[src/rtl/ramp_pkg.sv]
package ramp_pkg;
  // Strobes from the control module to the datapath
  typedef struct packed {
    logic clear;   // new read check begins
    logic keep;    // current word is retained
    logic seed;    // current word is the first retained word
    logic finish;  // produce the verdict
  } ctrlStrobes_t;
endpackage

[src/rtl/ramp_ctrl.sv]
module ramp_ctrl
  import ramp_pkg::*;
#(
  parameter int BURST_LEN = 8,
  parameter int IDX_W     = 10
) (
  input  logic             clk,
  input  logic             rstN,
  input  logic             start,
  input  logic [IDX_W-1:0] numBursts,
  input  logic             rdValid,
  input  logic             rdEnd,
  output ctrlStrobes_t     strobes,
  output logic [IDX_W-1:0] curIdx
);
  localparam int BEAT_W = (BURST_LEN > 1) ? $clog2(BURST_LEN) : 1;
  localparam logic [BEAT_W-1:0] LAST_BEAT = BEAT_W'(BURST_LEN - 1);

  logic [BEAT_W-1:0] beat;
  logic [IDX_W-1:0]  burstNum;
  logic [IDX_W-1:0]  totalBursts;
  logic [IDX_W-1:0]  wordIdx;
  logic              seeded;
  logic              inMiddle;

  // A word is retained when its burst is neither the first nor the last (or later)
  always_comb begin
    inMiddle = (burstNum != '0) &&
               (({1'b0, burstNum} + (IDX_W+1)'(1)) < {1'b0, totalBursts});
    strobes.clear  = start;
    strobes.keep   = rdValid && !start && inMiddle;
    strobes.seed   = strobes.keep && !seeded;
    strobes.finish = rdEnd && !start;
    curIdx         = wordIdx;
  end

  always_ff @(posedge clk or negedge rstN) begin
    if (!rstN) begin
      beat        <= '0;
      burstNum    <= '0;
      totalBursts <= '0;
      wordIdx     <= '0;
      seeded      <= 1'b0;
    end else if (start) begin
      beat        <= '0;
      burstNum    <= '0;
      totalBursts <= numBursts;
      wordIdx     <= '0;
      seeded      <= 1'b0;
    end else if (rdValid) begin
      wordIdx <= wordIdx + 1'b1;
      if (strobes.keep) seeded <= 1'b1;
      if (beat == LAST_BEAT) begin
        beat <= '0;
        if (burstNum != '1) burstNum <= burstNum + 1'b1;
      end else begin
        beat <= beat + 1'b1;
      end
    end
  end
endmodule

[src/rtl/ramp_datapath.sv]
module ramp_datapath
  import ramp_pkg::*;
#(
  parameter int WORD_W = 16,
  parameter int IDX_W  = 10,
  parameter int ERR_W  = 8
) (
  input  logic              clk,
  input  logic              rstN,
  input  ctrlStrobes_t      strobes,
  input  logic [IDX_W-1:0]  curIdx,
  input  logic [WORD_W-1:0] rdData,
  output logic [ERR_W-1:0]  errCount,
  output logic [IDX_W-1:0]  firstErrIdx,
  output logic              pass,
  output logic              resultValid
);
  logic [WORD_W-1:0] prevWord;
  logic [WORD_W-1:0] expWord;
  logic              compared;
  logic              mismatch;

  always_comb begin
    expWord  = prevWord + 1'b1;
    mismatch = strobes.keep && !strobes.seed && (rdData != expWord);
  end

  always_ff @(posedge clk or negedge rstN) begin
    if (!rstN) begin
      prevWord    <= '0;
      errCount    <= '0;
      firstErrIdx <= '0;
      compared    <= 1'b0;
      pass        <= 1'b0;
      resultValid <= 1'b0;
    end else begin
      resultValid <= strobes.finish;
      if (strobes.clear) begin
        errCount    <= '0;
        firstErrIdx <= '0;
        compared    <= 1'b0;
        pass        <= 1'b0;
      end else begin
        if (strobes.keep) begin
          prevWord <= rdData;
          if (!strobes.seed) compared <= 1'b1;
        end
        if (mismatch) begin
          if (errCount == '0) firstErrIdx <= curIdx;
          if (errCount != '1) errCount <= errCount + 1'b1;
        end
        if (strobes.finish) pass <= (errCount == '0) && compared;
      end
    end
  end
endmodule

[src/rtl/ramp_gen.sv]
module ramp_gen #(
  parameter int WORD_W = 16,
  parameter int CNT_W  = 10
) (
  input  logic              clk,
  input  logic              rstN,
  input  logic              genStart,
  input  logic [WORD_W-1:0] genSeed,
  input  logic [CNT_W-1:0]  genCount,
  input  logic              genReady,
  output logic              genValid,
  output logic [WORD_W-1:0] genData
);
  logic [CNT_W-1:0] remaining;

  assign genValid = (remaining != '0);

  always_ff @(posedge clk or negedge rstN) begin
    if (!rstN) begin
      genData   <= '0;
      remaining <= '0;
    end else if (genStart) begin
      genData   <= genSeed;
      remaining <= genCount;
    end else if (genValid && genReady) begin
      genData   <= genData + 1'b1;
      remaining <= remaining - 1'b1;
    end
  end
endmodule

[src/rtl/ramp_verifier.sv]
module ramp_verifier
  import ramp_pkg::*;
#(
  parameter int WORD_W    = 16,
  parameter int BURST_LEN = 8,
  parameter int IDX_W     = 10,
  parameter int ERR_W     = 8
) (
  input  logic              clk,
  input  logic              rstN,
  input  logic              start,
  input  logic [IDX_W-1:0]  numBursts,
  input  logic              rdValid,
  input  logic [WORD_W-1:0] rdData,
  input  logic              rdEnd,
  output logic [ERR_W-1:0]  errCount,
  output logic [IDX_W-1:0]  firstErrIdx,
  output logic              pass,
  output logic              resultValid,
  input  logic              genStart,
  input  logic [WORD_W-1:0] genSeed,
  input  logic [IDX_W-1:0]  genCount,
  input  logic              genReady,
  output logic              genValid,
  output logic [WORD_W-1:0] genData
);
  ctrlStrobes_t     strobes;
  logic [IDX_W-1:0] curIdx;

  ramp_ctrl #(.BURST_LEN(BURST_LEN), .IDX_W(IDX_W)) ctrl_i (
    .clk(clk), .rstN(rstN), .start(start), .numBursts(numBursts),
    .rdValid(rdValid), .rdEnd(rdEnd), .strobes(strobes), .curIdx(curIdx)
  );

  ramp_datapath #(.WORD_W(WORD_W), .IDX_W(IDX_W), .ERR_W(ERR_W)) dp_i (
    .clk(clk), .rstN(rstN), .strobes(strobes), .curIdx(curIdx),
    .rdData(rdData), .errCount(errCount), .firstErrIdx(firstErrIdx),
    .pass(pass), .resultValid(resultValid)
  );

  ramp_gen #(.WORD_W(WORD_W), .CNT_W(IDX_W)) gen_i (
    .clk(clk), .rstN(rstN), .genStart(genStart), .genSeed(genSeed),
    .genCount(genCount), .genReady(genReady), .genValid(genValid),
    .genData(genData)
  );
endmodule

[config.mk]
export PLATFORM = sky130hd
export DESIGN_NAME = ramp_verifier
export DESIGN_NICKNAME = d
export VERILOG_FILES = /design/src/rtl/ramp_pkg.sv /design/src/rtl/ramp_ctrl.sv /design/src/rtl/ramp_datapath.sv /design/src/rtl/ramp_gen.sv /design/src/rtl/ramp_verifier.sv
export SDC_FILE = /design/constraint.sdc
export NUM_CORES = 1
export LEC_CHECK = 0
export BUFFER_PORTS_ARGS = -buffer_cell sky130_fd_sc_hd__buf_2
export CORE_MARGIN = 4
export CORE_UTILIZATION = 51
export DETAILED_ROUTE_END_ITERATION = 16
export GPL_TIMING_DRIVEN = 0
export PLACE_DENSITY = 0.73
export SLEW_MARGIN = 5
export SYNTH_ARGS = -nofsm -noshare
export SYNTH_HDL_FRONTEND = slang
export SYNTH_SLANG_ARGS = --single-unit
[constraint.sdc]
create_clock -name clk -period 3.4 [get_ports clk]
set_clock_uncertainty 0.1 [all_clocks]
set_input_delay 0.68 -clock clk [delete_from_list [all_inputs] [get_ports clk]]
set_output_delay 0.68 -clock clk [all_outputs]
set_load 0.02 [all_outputs]
==> results by group <==
Status
  – Outcome: complete, but fails checks
  – Violated checks: negative setup slack

Logic synthesis
  – Syn Area/Cell: 9.70 sq um
  – Cell variety after synth: 53
  – Combinational family with the most area after synthesis: simple AND/OR/NAND/NOR gates
  – Post-synthesis mux area share: 0.0718
  – FFs w/ async S/R, synth: 1.00
  – Compound-cell area share of the yosys netlist: 0.0951
  – Warnings, synthesis: 0
  – Synth Register Bits: 97
  – Most used DFF post-synth: dfrtp_1
  – Post-synth EDFFs: 0
  – Synth area leader: dfrtp_1
  – Synth Area in XOR/XNOR: 0.0982
  – Post-Syn Area: 0.00535 sq mm
  – Post-synth top area share: 0.453
  – Adder-Cell Fraction of Synth Area: 0.0444
  – Mapped Cells: roughly 550
  – Simple-gate share of the synthesized area: 0.204
  – Register area share after synthesis: 0.453
  – Ranking of synthesized cells by area: dfrtp_1, xor2_1, mux2_2, o21ai_0, ha_1
  – Net count after synthesis: 630

Pwr
  – Combinational fraction of design power: 0.124
  – Sequential Power Share: 0.542
  – Sw Share: 0.271
  – Static Leak: 3.02 nW
  – Psw: 0.000623 W
  – Pint: 0.00167 W
  – Pwr/cell area: 356 mW/mm^2
  – Max VDD drop: 0.226 mV
  – Clk pwr share: 0.334

STA
  – Final setup viols: 13
  – Fin Hold WS: 0.158 ns
  – Final period util: 1.05
  – Fin Setup TNS: -1.05 ns
  – RSZ-0062 raised after global routing: true
  – Worst setup margin: -0.175 ns
  – Final Hold Viols: 0
  – Slew HR: 0.494
  – Slew Limit Fails: 0
  – Minimum clock period: 3.58 ns
  – Max Freq: 280 MHz
  – Worst Max-Slew Pin Slew: 0.753 ns

Cells and area
  – Commonest cells after routing, fill and taps aside: buf_2, dfrtp_1, nand2_1
  – Fin nets: 745
  – Area growth from synthesis to final layout: 20.6%
  – Fill cell count: 879
  – Ratio of cells with drive above 1 in the final layout: 0.257
  – Layout Utilization: 0.628
  – Ant. Diodes: 0

Clocking
  – Clk slew on worst S/H paths: approximately 0.090 ns
  – Max clock buf depth: 2
  – Clk_lat worst skew: 0.37 ns
  – CTS root buffer: clkbuf_8
  – Cts bufs inserted: 9
  – H-tree levels: 3
  – CTS tree: yes
  – Clock sinks: 97

Setup path
  – Reg2reg setup slack: -0.18 ns
  – Reg2reg start: ctrl_i.burstNum[2]
  – CP arrival: 3.74 ns
  – Crit Path Max Fanout: 4
  – CP dominant cell by count: and3_4
  – Worst r2r path cells: 11
  – Top delay family on crit path: simple AND/OR/NAND/NOR gates
  – CP bufs+invs: 0
  – Startpoint Class: flop
  – Worst-path cell chain: and3_4 -> and3_4 -> xor2_2 -> ha_1 -> a21o_1 -> a221oi_2 -> a21oi_1 -> or4b_4 -> or2_4 -> nor4_2 -> mux2_2
  – CP max-delay cell: or4b_4
  – CP Capture Type: flop
  – Required @ worst endpoint: 3.56 ns
  – Worst flop-to-flop path endpoint: dp_i.errCount[7]
  – Crit Path Class: reg2reg
  – CP peak stage delay: 0.55 ns

Floorplanning
  – Row cnt: 37
  – Starting density of the core: 0.521
  – Die H: 110 microns
  – I/O pins: 96
  – Die Width: 110 microns
  – Core ar.: about 0.010 sq mm
  – Die area: ~0.012 sq mm

Drt
  – Vias: 4425
  – Total Wirelength: around 13000 microns
  – # DRC: 0
  – Met3 Wirelength: approximately 620 microns
  – Vias per Instance: 5.48
  – Post-route antenna net violation count: 0
  – WL met2: 6070 microns
  – DRT Pass-1 Iters: 5
  – Average wire per standard cell: 15.7 microns
  – Top Layer Used: met4
  – Drt first-iter violations: 241
  – Met1 wire length: between 5000 and 6000 microns

Global route
  – Number of global-route vias before repair: between 4000 and 5000
  – Global-route usage over all layers: 0.205
  – Largest net degree at the start of global routing: 65
  – Initial antenna violation count: 0
  – First-pass GRT wire length: 21000 microns
  – Gr ovfl total: 0

Placement
  – Global placer's final weighted congestion: 0.831
  – DP Wirelength: 9010 microns
  – Place WS: -0.483 ns
  – PortBufs: between 90 and 100

Flow run
  – Max-cap viol count: 0

Min path
  – Kind of path behind the tightest hold check: in2async
-- stage by stage --
step | total power, W | cell area [sq um] | instances
final | 0.00230 | 6450 | 808
after CTS | 0.00231 | 6350 | 805
after floorplan | 0.00142 | 5390 | 552
after global placement | 0.00153 | 6020 | 780
after global routing | 0.00240 | 6450 | 808
after detailed placement | 0.00155 | 6050 | 781
-- worst max-delay path by stage --
stage	from	end	slack, ns	depth (start not counted)
3_3_place_gp	ctrl_i.burstNum[0]	dp_i.firstErrIdx[3]	-0.43	11
3_5_place_dp	ctrl_i.burstNum[0]	dp_i.firstErrIdx[3]	-0.48	11
4_1_cts	ctrl_i.burstNum[2]	dp_i.firstErrIdx[7]	-0.15	12
2_1_floorplan	ctrl_i.burstNum[2]	dp_i.firstErrIdx[0]	-0.03	11
5_1_grt	ctrl_i.burstNum[2]	dp_i.errCount[7]	-0.28	11
6_report	ctrl_i.burstNum[2]	dp_i.errCount[7]	-0.18	11
-- cell type report --
type                            count  area [sq um]  share of cell area
Clock buffer                       11           141              0.0219
Inverter                           25          93.8              0.0145
Clock inverter                      5          55.1             0.00853
Tap cell                          136           170              0.0264
Timing Repair Buffer              104           586              0.0907
Multi-Input combinational cell    408          2890               0.447
Sequential cell                    97          2430               0.377
Buffer                             22          90.1              0.0140
-- power by group through the flow --
stage               Clock [W]  Sequential (W)  Combinational, W
floorplan                   0         0.00128          0.000136
global placement            0         0.00126          0.000268
detailed placement          0         0.00127          0.000283
CTS                  0.000781         0.00125          0.000287
global route         0.000822         0.00125          0.000321
finish               0.000767         0.00125          0.000285
-- cell usage after synthesis, drive strengths merged (3+ instances only) --
cell type / n
mux2: 27
dfrtp: 97
o21ai: 50
nand3: 23
xor2: 35
mux2i: 8
inv: 25
or2: 3
nor2b: 17
xnor2: 25
or3: 11
nor2: 26
a21oi: 17
ha: 19
a21o: 3
nand2: 63
and4: 3
nor4: 10
and2: 3
nor3: 7
and3: 13
clkbuf: 20
nand4: 15
-- flip-flops by register name, summed over array words and instances, names as in the netlist --
| register | count |
|---|---|
| ctrl_i.totalBursts | 10 |
| ctrl_i.burstNum | 10 |
| ctrl_i.seeded | 1 |
| gen_i.genData | 16 |
| dp_i.compared | 1 |
| dp_i.errCount | 8 |
| ctrl_i.curIdx | 10 |
| ctrl_i.beat | 3 |
| dp_i.prevWord | 16 |
| dp_i.firstErrIdx | 10 |
| gen_i.remaining | 10 |
| dp_i.resultValid | 1 |
| dp_i.pass | 1 |
-- kinds of logic (layout without fill, tap and decap cells) --
group / count (synthesis) / in the layout
AO/OA/AOI/OAI: 89 / 89
multiplexers: 35 / 35
XOR/XNOR: 60 / 60
adder cells (fa/ha/maj): 19 / 19
flip-flops: 97 / 97
buffers and inverters: 47 / 167
AND/OR/NAND/NOR: 205 / 205
-- worst reg2reg max path, cell delays in order (launching register included) --
cell      delay (ns)
dfrtp_2         0.42
and3_4          0.19
and3_4          0.19
xor2_2          0.15
ha_1            0.31
a21o_1          0.19
a221oi_2        0.26
a21oi_1         0.10
or4b_4          0.55
or2_4           0.28
nor4_2          0.35
mux2_2          0.37
-- what timing repair did --
item / 4_1_cts / 5_1_grt
setup endpoints to repair: 27 / 27
resized for setup: 9 / 23
hold buffers: 0 / 0
hold endpoints to repair: 0 / 0
buffers inserted: 8 / 3
pin swaps: 4 / 4
-- per-layer routing --
metal,vias to the layer above,track usage
li1,2151,-
met1,2153,0.285
met2,108,0.325
met3,13,0.0416
met4,0,0.0608
met5,-,0
(Power assumes the default switching activity.)
